### src/rtl/usb_phy_seq_pkg.sv
package usb_phy_seq_pkg;

  typedef enum logic [1:0] {
    CMD_INIT    = 2'd0,
    CMD_PWR_ON  = 2'd1,
    CMD_PWR_OFF = 2'd2,
    CMD_EXIT    = 2'd3
  } cmd_e;

  typedef enum logic [1:0] {
    ERR_NONE = 2'd0,
    ERR_LOCK = 2'd1,
    ERR_CAL  = 2'd2,
    ERR_CONN = 2'd3
  } err_e;

  typedef enum logic [1:0] {
    P_LOCK = 2'd0,
    P_CAL  = 2'd1,
    P_CONN = 2'd2
  } poll_e;

  // register offsets decoded by the PHY
  localparam logic [7:0] A_CTL     = 8'h08;
  localparam logic [7:0] A_CAL     = 8'h18;
  localparam logic [7:0] A_PLL_CFG = 8'h1C;
  localparam logic [7:0] A_PLL_PWR = 8'h20;
  localparam logic [7:0] A_EVT     = 8'h28;

  localparam int B_PHY_EN   = 7;
  localparam int B_SE0_RES  = 14;
  localparam int B_PLL_PU   = 10;
  localparam int B_PLL_LOCK = 15;
  localparam int B_CAL_DONE = 27;
  localparam int B_CONNECT  = 1;

  localparam int F_LPF_SEL = 26;
  localparam int F_REF_DIV = 9;
  localparam int F_FB_DIV  = 0;

  localparam logic [31:0] PLL_CFG_WORD =
      (32'd1 << F_LPF_SEL) | (32'h0D << F_REF_DIV) | (32'hF0 << F_FB_DIV);

endpackage

### src/rtl/usb_phy_seq_tick.sv
module usb_phy_seq_tick #(
  parameter int DIV = 125000
) (
  input  logic clk_i,
  input  logic rst_ni,
  output logic tick_o
);
  localparam int CW = (DIV > 1) ? $clog2(DIV) : 1;
  localparam logic [CW-1:0] LAST = CW'(DIV - 1);

  logic [CW-1:0] cnt_q;

  always_ff @(posedge clk_i or negedge rst_ni) begin
    if (!rst_ni)            cnt_q <= '0;
    else if (cnt_q == LAST) cnt_q <= '0;
    else                    cnt_q <= cnt_q + 1'b1;
  end

  assign tick_o = (cnt_q == LAST);
endmodule

### src/rtl/usb_phy_seq_bus.sv
module usb_phy_seq_bus #(
  parameter int ADDR_W = 8,
  parameter int DATA_W = 32
) (
  input  logic              clk_i,
  input  logic              rst_ni,
  input  logic              req_i,
  input  logic              we_i,
  input  logic [ADDR_W-1:0] addr_i,
  input  logic [DATA_W-1:0] wdata_i,
  input  logic              ready_i,
  input  logic [DATA_W-1:0] rdata_i,
  output logic [ADDR_W-1:0] addr_o,
  output logic [DATA_W-1:0] wdata_o,
  output logic              wr_o,
  output logic              rd_o,
  output logic              ack_o,
  output logic [DATA_W-1:0] rdata_o
);
  logic              act_q, we_q, ack_q;
  logic [ADDR_W-1:0] addr_q;
  logic [DATA_W-1:0] wdata_q, rdata_q;

  always_ff @(posedge clk_i or negedge rst_ni) begin
    if (!rst_ni) begin
      act_q   <= 1'b0;
      we_q    <= 1'b0;
      ack_q   <= 1'b0;
      addr_q  <= '0;
      wdata_q <= '0;
      rdata_q <= '0;
    end else begin
      ack_q <= act_q && ready_i;
      if (!act_q && req_i) begin
        act_q   <= 1'b1;
        we_q    <= we_i;
        addr_q  <= addr_i;
        wdata_q <= wdata_i;
      end else if (act_q && ready_i) begin
        act_q   <= 1'b0;
        rdata_q <= rdata_i;
      end
    end
  end

  assign addr_o  = addr_q;
  assign wdata_o = wdata_q;
  assign wr_o    = act_q && we_q;
  assign rd_o    = act_q && !we_q;
  assign ack_o   = ack_q;
  assign rdata_o = rdata_q;
endmodule

### src/rtl/usb_phy_seq_fsm.sv
module usb_phy_seq_fsm
  import usb_phy_seq_pkg::*;
#(
  parameter int ADDR_W      = 8,
  parameter int DATA_W      = 32,
  parameter int PLL_TMO_MS  = 100,
  parameter int CAL_TMO_MS  = 100,
  parameter int CONN_TMO_MS = 200
) (
  input  logic              clk_i,
  input  logic              rst_ni,
  input  logic              cmd_valid_i,
  input  logic [1:0]        cmd_i,
  input  logic              tick_i,
  input  logic              ack_i,
  input  logic [DATA_W-1:0] rdata_i,
  output logic              req_o,
  output logic              we_o,
  output logic [ADDR_W-1:0] addr_o,
  output logic [DATA_W-1:0] wdata_o,
  output logic              done_o,
  output logic              busy_o,
  output logic [1:0]        err_o,
  output logic              refclk_en_o
);
  localparam int MAX_A  = (PLL_TMO_MS > CAL_TMO_MS) ? PLL_TMO_MS : CAL_TMO_MS;
  localparam int MAX_T  = (MAX_A > CONN_TMO_MS) ? MAX_A : CONN_TMO_MS;
  localparam int MS_W   = $clog2(MAX_T + 1);
  localparam logic [DATA_W-1:0] M_PU   = DATA_W'(1) << B_PLL_PU;
  localparam logic [DATA_W-1:0] M_EN   = DATA_W'(1) << B_PHY_EN;
  localparam logic [DATA_W-1:0] M_SE0  = DATA_W'(1) << B_SE0_RES;

  typedef enum logic [3:0] {
    S_IDLE, S_PLL_CFG, S_PU_RD, S_PU_WR, S_CTL_RD, S_CTL_WR,
    S_POLL_RD, S_POLL_WAIT, S_OFF_RD, S_OFF_WR, S_EXIT_RD, S_EXIT_WR, S_DONE
  } state_e;

  state_e          state_q;
  poll_e           poll_q;
  err_e            err_q;
  logic            issued_q, clk_en_q;
  logic [MS_W-1:0] ms_q, tmo_lim;
  logic [ADDR_W-1:0] poll_addr;
  logic [DATA_W-1:0] poll_mask;
  logic            access_st, in_poll, tmo_hit, bit_seen;
  err_e            fail_code;

  always_comb begin
    unique case (poll_q)
      P_LOCK:  begin tmo_lim = MS_W'(PLL_TMO_MS);  poll_addr = ADDR_W'(A_PLL_PWR);
                     poll_mask = DATA_W'(1) << B_PLL_LOCK; fail_code = ERR_LOCK; end
      P_CAL:   begin tmo_lim = MS_W'(CAL_TMO_MS);  poll_addr = ADDR_W'(A_CAL);
                     poll_mask = DATA_W'(1) << B_CAL_DONE; fail_code = ERR_CAL;  end
      default: begin tmo_lim = MS_W'(CONN_TMO_MS); poll_addr = ADDR_W'(A_EVT);
                     poll_mask = DATA_W'(1) << B_CONNECT;  fail_code = ERR_CONN; end
    endcase
  end

  assign in_poll  = (state_q == S_POLL_RD) || (state_q == S_POLL_WAIT);
  assign tmo_hit  = (ms_q >= tmo_lim);
  assign bit_seen = ((rdata_i & poll_mask) == poll_mask);

  always_comb begin
    access_st = 1'b1;
    we_o      = 1'b0;
    addr_o    = '0;
    wdata_o   = '0;
    unique case (state_q)
      S_PLL_CFG: begin we_o = 1'b1; addr_o = ADDR_W'(A_PLL_CFG); wdata_o = DATA_W'(PLL_CFG_WORD); end
      S_PU_RD:   addr_o = ADDR_W'(A_PLL_PWR);
      S_PU_WR:   begin we_o = 1'b1; addr_o = ADDR_W'(A_PLL_PWR); wdata_o = rdata_i | M_PU; end
      S_CTL_RD:  addr_o = ADDR_W'(A_CTL);
      S_CTL_WR:  begin we_o = 1'b1; addr_o = ADDR_W'(A_CTL); wdata_o = (rdata_i & ~M_SE0) | M_EN; end
      S_POLL_RD: addr_o = poll_addr;
      S_OFF_RD:  addr_o = ADDR_W'(A_CTL);
      S_OFF_WR:  begin we_o = 1'b1; addr_o = ADDR_W'(A_CTL); wdata_o = rdata_i & ~M_EN; end
      S_EXIT_RD: addr_o = ADDR_W'(A_PLL_PWR);
      S_EXIT_WR: begin we_o = 1'b1; addr_o = ADDR_W'(A_PLL_PWR); wdata_o = rdata_i & ~M_PU; end
      default:   access_st = 1'b0;
    endcase
  end

  assign req_o = access_st && !issued_q;

  always_ff @(posedge clk_i or negedge rst_ni) begin
    if (!rst_ni) begin
      state_q  <= S_IDLE;
      poll_q   <= P_LOCK;
      err_q    <= ERR_NONE;
      issued_q <= 1'b0;
      clk_en_q <= 1'b0;
      ms_q     <= '0;
    end else begin
      if (req_o)      issued_q <= 1'b1;
      else if (ack_i) issued_q <= 1'b0;
      if (tick_i && in_poll && !tmo_hit) ms_q <= ms_q + 1'b1;

      unique case (state_q)
        S_IDLE: if (cmd_valid_i) begin
          err_q <= ERR_NONE;
          unique case (cmd_e'(cmd_i))
            CMD_INIT:    begin clk_en_q <= 1'b1; state_q <= S_PLL_CFG; end
            CMD_PWR_ON:  state_q <= S_CTL_RD;
            CMD_PWR_OFF: state_q <= S_OFF_RD;
            default:     state_q <= S_EXIT_RD;
          endcase
        end
        S_PLL_CFG: if (ack_i) state_q <= S_PU_RD;
        S_PU_RD:   if (ack_i) state_q <= S_PU_WR;
        S_PU_WR:   if (ack_i) begin poll_q <= P_LOCK; ms_q <= '0; state_q <= S_POLL_RD; end
        S_CTL_RD:  if (ack_i) state_q <= S_CTL_WR;
        S_CTL_WR:  if (ack_i) begin poll_q <= P_CAL; ms_q <= '0; state_q <= S_POLL_RD; end
        S_POLL_RD: if (ack_i) begin
          if (!bit_seen)            state_q <= S_POLL_WAIT;
          else if (poll_q == P_CAL) begin poll_q <= P_CONN; ms_q <= '0; end
          else                      state_q <= S_DONE;
        end
        S_POLL_WAIT: begin
          if (tmo_hit) begin
            err_q <= fail_code;
            if (poll_q == P_LOCK) clk_en_q <= 1'b0;
            state_q <= S_DONE;
          end else if (tick_i) begin
            state_q <= S_POLL_RD;
          end
        end
        S_OFF_RD:  if (ack_i) state_q <= S_OFF_WR;
        S_OFF_WR:  if (ack_i) state_q <= S_DONE;
        S_EXIT_RD: if (ack_i) state_q <= S_EXIT_WR;
        S_EXIT_WR: if (ack_i) begin clk_en_q <= 1'b0; state_q <= S_DONE; end
        default:   state_q <= S_IDLE;
      endcase
    end
  end

  assign done_o      = (state_q == S_DONE);
  assign busy_o      = (state_q != S_IDLE);
  assign err_o       = err_q;
  assign refclk_en_o = clk_en_q;
endmodule

### src/rtl/usb_phy_seq.sv
module usb_phy_seq #(
  parameter int ADDR_W      = 8,
  parameter int DATA_W      = 32,
  parameter int TICK_DIV    = 125000,
  parameter int PLL_TMO_MS  = 100,
  parameter int CAL_TMO_MS  = 100,
  parameter int CONN_TMO_MS = 200
) (
  input  logic              clk_i,
  input  logic              rst_ni,
  input  logic              cmd_valid_i,
  input  logic [1:0]        cmd_i,
  output logic [ADDR_W-1:0] addr_o,
  output logic [DATA_W-1:0] wdata_o,
  output logic              wr_o,
  output logic              rd_o,
  input  logic [DATA_W-1:0] rdata_i,
  input  logic              ready_i,
  output logic              done_o,
  output logic              busy_o,
  output logic [1:0]        err_o,
  output logic              refclk_en_o
);
  logic              tick, req, we, ack;
  logic [ADDR_W-1:0] req_addr;
  logic [DATA_W-1:0] req_wdata, rd_q;

  usb_phy_seq_tick #(.DIV(TICK_DIV)) u_tick (
    .clk_i  (clk_i),
    .rst_ni (rst_ni),
    .tick_o (tick)
  );

  usb_phy_seq_bus #(.ADDR_W(ADDR_W), .DATA_W(DATA_W)) u_bus (
    .clk_i   (clk_i),
    .rst_ni  (rst_ni),
    .req_i   (req),
    .we_i    (we),
    .addr_i  (req_addr),
    .wdata_i (req_wdata),
    .ready_i (ready_i),
    .rdata_i (rdata_i),
    .addr_o  (addr_o),
    .wdata_o (wdata_o),
    .wr_o    (wr_o),
    .rd_o    (rd_o),
    .ack_o   (ack),
    .rdata_o (rd_q)
  );

  usb_phy_seq_fsm #(
    .ADDR_W(ADDR_W), .DATA_W(DATA_W), .PLL_TMO_MS(PLL_TMO_MS),
    .CAL_TMO_MS(CAL_TMO_MS), .CONN_TMO_MS(CONN_TMO_MS)
  ) u_fsm (
    .clk_i       (clk_i),
    .rst_ni      (rst_ni),
    .cmd_valid_i (cmd_valid_i),
    .cmd_i       (cmd_i),
    .tick_i      (tick),
    .ack_i       (ack),
    .rdata_i     (rd_q),
    .req_o       (req),
    .we_o        (we),
    .addr_o      (req_addr),
    .wdata_o     (req_wdata),
    .done_o      (done_o),
    .busy_o      (busy_o),
    .err_o       (err_o),
    .refclk_en_o (refclk_en_o)
  );
endmodule

### config.mk
export PLATFORM = sky130hd
export DESIGN_NAME = usb_phy_seq
export DESIGN_NICKNAME = d
export VERILOG_FILES = /design/src/rtl/usb_phy_seq_pkg.sv /design/src/rtl/usb_phy_seq_tick.sv /design/src/rtl/usb_phy_seq_bus.sv /design/src/rtl/usb_phy_seq_fsm.sv /design/src/rtl/usb_phy_seq.sv
export SDC_FILE = /design/constraint.sdc
export NUM_CORES = 1
export LEC_CHECK = 0
export ABC_AREA = 1
export BUFFER_PORTS_ARGS = -buffer_cell sky130_fd_sc_hd__buf_2
export CAP_MARGIN = 15
export CORE_ASPECT_RATIO = 1.4
export CORE_MARGIN = 5
export CORE_UTILIZATION = 61
export CTS_CLUSTER_DIAMETER = 40
export CTS_CLUSTER_SIZE = 28
export DETAILED_ROUTE_END_ITERATION = 10
export PLACE_DENSITY = 0.92
export REMOVE_ABC_BUFFERS = 1
export SLEW_MARGIN = 20
export SYNTH_ARGS = -nofsm -noshare
export SYNTH_HDL_FRONTEND = slang
export SYNTH_SLANG_ARGS = --single-unit
export TNS_END_PERCENT = 30
### constraint.sdc
create_clock -name clk_i -period 5.05 [get_ports clk_i]
set_clock_uncertainty 0.2 [all_clocks]
set_input_delay 1.2625 -clock clk_i [delete_from_list [all_inputs] [get_ports clk_i]]
set_output_delay 1.2625 -clock clk_i [all_outputs]
set_load 0.02 [all_outputs]
==> flow_summary_export.csv <==
group,metric,value,unit
outcome,status,"complete, no violations",
setup_path,crit_type,"flip-flop to output pin",
synthesis,synth_top_area_cell,"dfrtp_1",
detailed_routing,via_per_inst,5.46,
placement,post_dp_cell_area,5540,µm²
layout,n_fill_cell,604,
setup_path,critPathLaunchType,"flip-flop",
cts,cts_buffers,9,
cts,cts_resized,0,
detailed_routing,drt_iter0_markers,339,
setup_path,reg2reg_depth,5,
power_and_ir_drop,switching_share,41.7,%
synthesis,synth.top_cell.area_share,51.7,%
cts,post_cts_buffers,0,
setup_path,required,3.59,ns
grt,grt_first_pass_wirelength,20.5,mm
synthesis,synth_cell_types,36,
synthesis,synth_compound_area_share,7.97,%
power_and_ir_drop,ir_drop,0.000358,V
sta,fin_tns_setup,0,ns
synthesis,synth-main-ff-cell,"dfrtp_1",
floorplan,num_io_pins,85,
sta,worst_pin_slew,0.945,ns
detailed_routing,routed_wl,12.2,mm
sta,finalSetupViolCount,0,
sta,hold_violations,0,
synthesis,synth_area_leaders,"dfrtp_1, nand2_1, nor2_1",
power_and_ir_drop,p_int,1860,µW
power_and_ir_drop,cellPowerDensity,546,nW/µm²
sta,setup_ws,2.04,ns
cts,clock-sinks,106,
grt,antenna_found_initial,0,
synthesis,yosys_register_bits,106,
detailed_routing,first_pass_iters,5,
cts,cts_tree,"done",
floorplan,die_area,10400,µm²
setup_path,r2r_start,"u_fsm.state_q[2]$_DFFE_PN0P_",
placement,numPortBuffers,80,
layout,layout_commonest_cell,"nand2_1",
cts,clk_path_buf_depth,2,
cts,path_clk_slew,0.07,ns
setup_path,r2r_end,"u_bus.addr_o[5]$_DFFE_PN0P_",
placement,hpwl,8.54,mm
layout,layout.area.seq,2650,µm²
power_and_ir_drop,power_frac_clock,21.5,%
detailed_routing,drtAntennaViolNets,0,
setup_path,cp_max_fo,10,
grt,grt_pass1_vias,4459,
floorplan,die_y,119,µm
worst_hold_path,whs_path_depth,2,
synthesis,yosys.area_share.adder,1.46,%
placement,place_ws,1.84,ns
cts,htree_levels,3,
detailed_routing,vias,4479,
synthesis,seq_area_frac_synth,51.7,%
synthesis,netlist_area,5130,µm²
synthesis,synth_top_family_by_area,"simple AND/OR/NAND/NOR gates",
layout,drive_above_1_share,17.9,%
synthesis,synth.area.mux_share,0.293,%
cts,postCtsHoldBufs,0,
synthesis,ys.warnings.count,0,
floorplan,fp.dieW,87.5,µm
floorplan,fp.coreArea,8200,µm²
power_and_ir_drop,total_power,3190,µW
cts,clk_latency,0.34,ns
layout,final_area,5840,µm²
sta,maxSlewViolCount,0,
layout,antenna_cells,0,
setup_path,critPathLaunch,"u_fsm.state_q[2]$_DFFE_PN0P_",
synthesis,syn_avg_cell_area,8.02,µm²
layout,layout.nets,758,
synthesis,synthSimpleGateAreaFrac,28.6,%
run,drv_cap,0,
power_and_ir_drop,p_leak,0.00311,µW
cts,cts-root-buf,"clkbuf_16",
grt,gr-total-overflow,0,
power_and_ir_drop,power.share.combinational,37.0,%
setup_path,cp.arrival,1.54,ns
floorplan,initial_core_util,62.6,%
sta,period_share,59.5,%
synthesis,syn_inst,640,
synthesis,synth_xor_area_share,1.88,%
setup_path,endpoint_kind,"output pin",
sta,period_needed,3.01,ns
sta,slew-limit-headroom,36.9,%
grt,grt_usage,24.7,%
synthesis,synth_edf_count,0,
layout,areaGrowthSynthToFinish,13.8,%
power_and_ir_drop,p_sw,1330,µW
grt,grt_start_max_net_pins,84,
worst_hold_path,min-delay-start,"u_bus.wdata_o[4]$_DFFE_PN0P_",
layout,mostFrequentLayoutCells,"nand2_1, dfrtp_1, buf_2",
worst_hold_path,hold_path_class,"flip-flop to flip-flop",
floorplan,fp-row-count,39,
sta,fmax,0.333,GHz
sta,rsz0062_at_grt,"false",
worst_hold_path,min_to,"u_bus.wdata_o[4]$_DFFE_PN0P_",
synthesis,async_reset_ff_share,100,%
setup_path,reg2reg_slack,2.73,ns
detailed_routing,post_drt_wl_per_cell,14.8,µm
detailed_routing,drc,0,
power_and_ir_drop,pwr-share-seq,41.4,%
layout,multiInputGateArea,2080,µm²
placement,gp_congestion,0.898,
Yosys cell counts, types with 4 or more instances:
| cell | instances |
|---|---|
| nand2_1 | 225 |
| dfrtp_1 | 106 |
| nor2_1 | 62 |
| inv_1 | 56 |
| o21ai_0 | 33 |
| o21ai_1 | 26 |
| nand3_1 | 24 |
| inv_2 | 12 |
| a21oi_1 | 11 |
| xor2_1 | 10 |
| nor3_1 | 9 |
| nand4_1 | 8 |
| buf_4 | 7 |
| clkbuf_1 | 7 |
| ha_1 | 6 |
| buf_6 | 5 |
| nand2_2 | 4 |
cell type report:
class / instances / share of cell area (%)
flip-flops and latches: 106 / 45.4
multi-input cells: 446 / 35.6
clock buffers: 11 / 4.33
clock inverters: 5 / 0.750
well taps: 102 / 2.19
inverters: 69 / 4.48
repair buffers: 82 / 7.22
how the worst max path moves through the flow:
stage,slack (ns),depth (start not counted),endpoint
6_report,2.04,3,busy_o
3_5_place_dp,1.84,5,u_bus.rdata_o[13]$_DFFE_PN0P_
4_1_cts,2.06,3,busy_o
2_1_floorplan,2.39,4,u_bus.addr_o[5]$_DFFE_PN0P_
5_1_grt,1.97,3,busy_o
3_3_place_gp,1.98,5,u_bus.rdata_o[10]$_DFFE_PN0P_
power by group through the flow:
stage          sequential [µW]  clock, µW  combinational (µW)
6_report                  1320        687                1180
5_1_grt                   1350        735                1310
4_1_cts                   1320        700                1190
3_5_place_dp              1320          0                1170
3_3_place_gp              1310          0                1130
2_1_floorplan             1440          0                 649
through the flow:
stage          hold slack, ns  std cells  utilization (%)
6_report                0.277        821             71.2
5_1_grt                 0.312        821             71.2
4_1_cts                 0.281        821             71.2
3_5_place_dp            0.261        805             67.6
3_3_place_gp            0.250        805             67.6
2_1_floorplan           0.231        621                -
worst max-delay path, stage by stage, from the launching register on:
cell	delay, ns
dfrtp_1	0.53
nor2_2	0.28
nand2_2	0.18
buf_2	0.20
flip-flops by register name, summed over array words and instances (netlist names):
name,flops
u_bus.we_q,1
u_bus.addr_o,4
u_fsm.state_q,4
u_bus.rdata_o,32
u_fsm.issued_q,1
u_fsm.refclk_en_o,1
u_bus.wdata_o,32
u_tick.cnt_q,17
u_fsm.err_o,2
u_bus.ack_o,1
u_fsm.ms_q,8
u_bus.act_q,1
u_fsm.poll_q,2
cells by family after synthesis:
group           Yosys count
mux                       1
compound gates           77
other cells               1
xor+xnor                 11
buf+inv                  91
flops                   106
fa+ha+maj                 6
simple gates            347
metal layers:
layer | GRT usage (%) | part of all wire, % | wire (µm)
met5 | 0 | 0 | 0
met4 | 10.8 | 3.7 | 451
met3 | 4.94 | 6.8 | 831
met2 | 40.5 | 51 | 6210
met1 | 31.4 | 39 | 4700
Power figures use the tool's default switching activity.
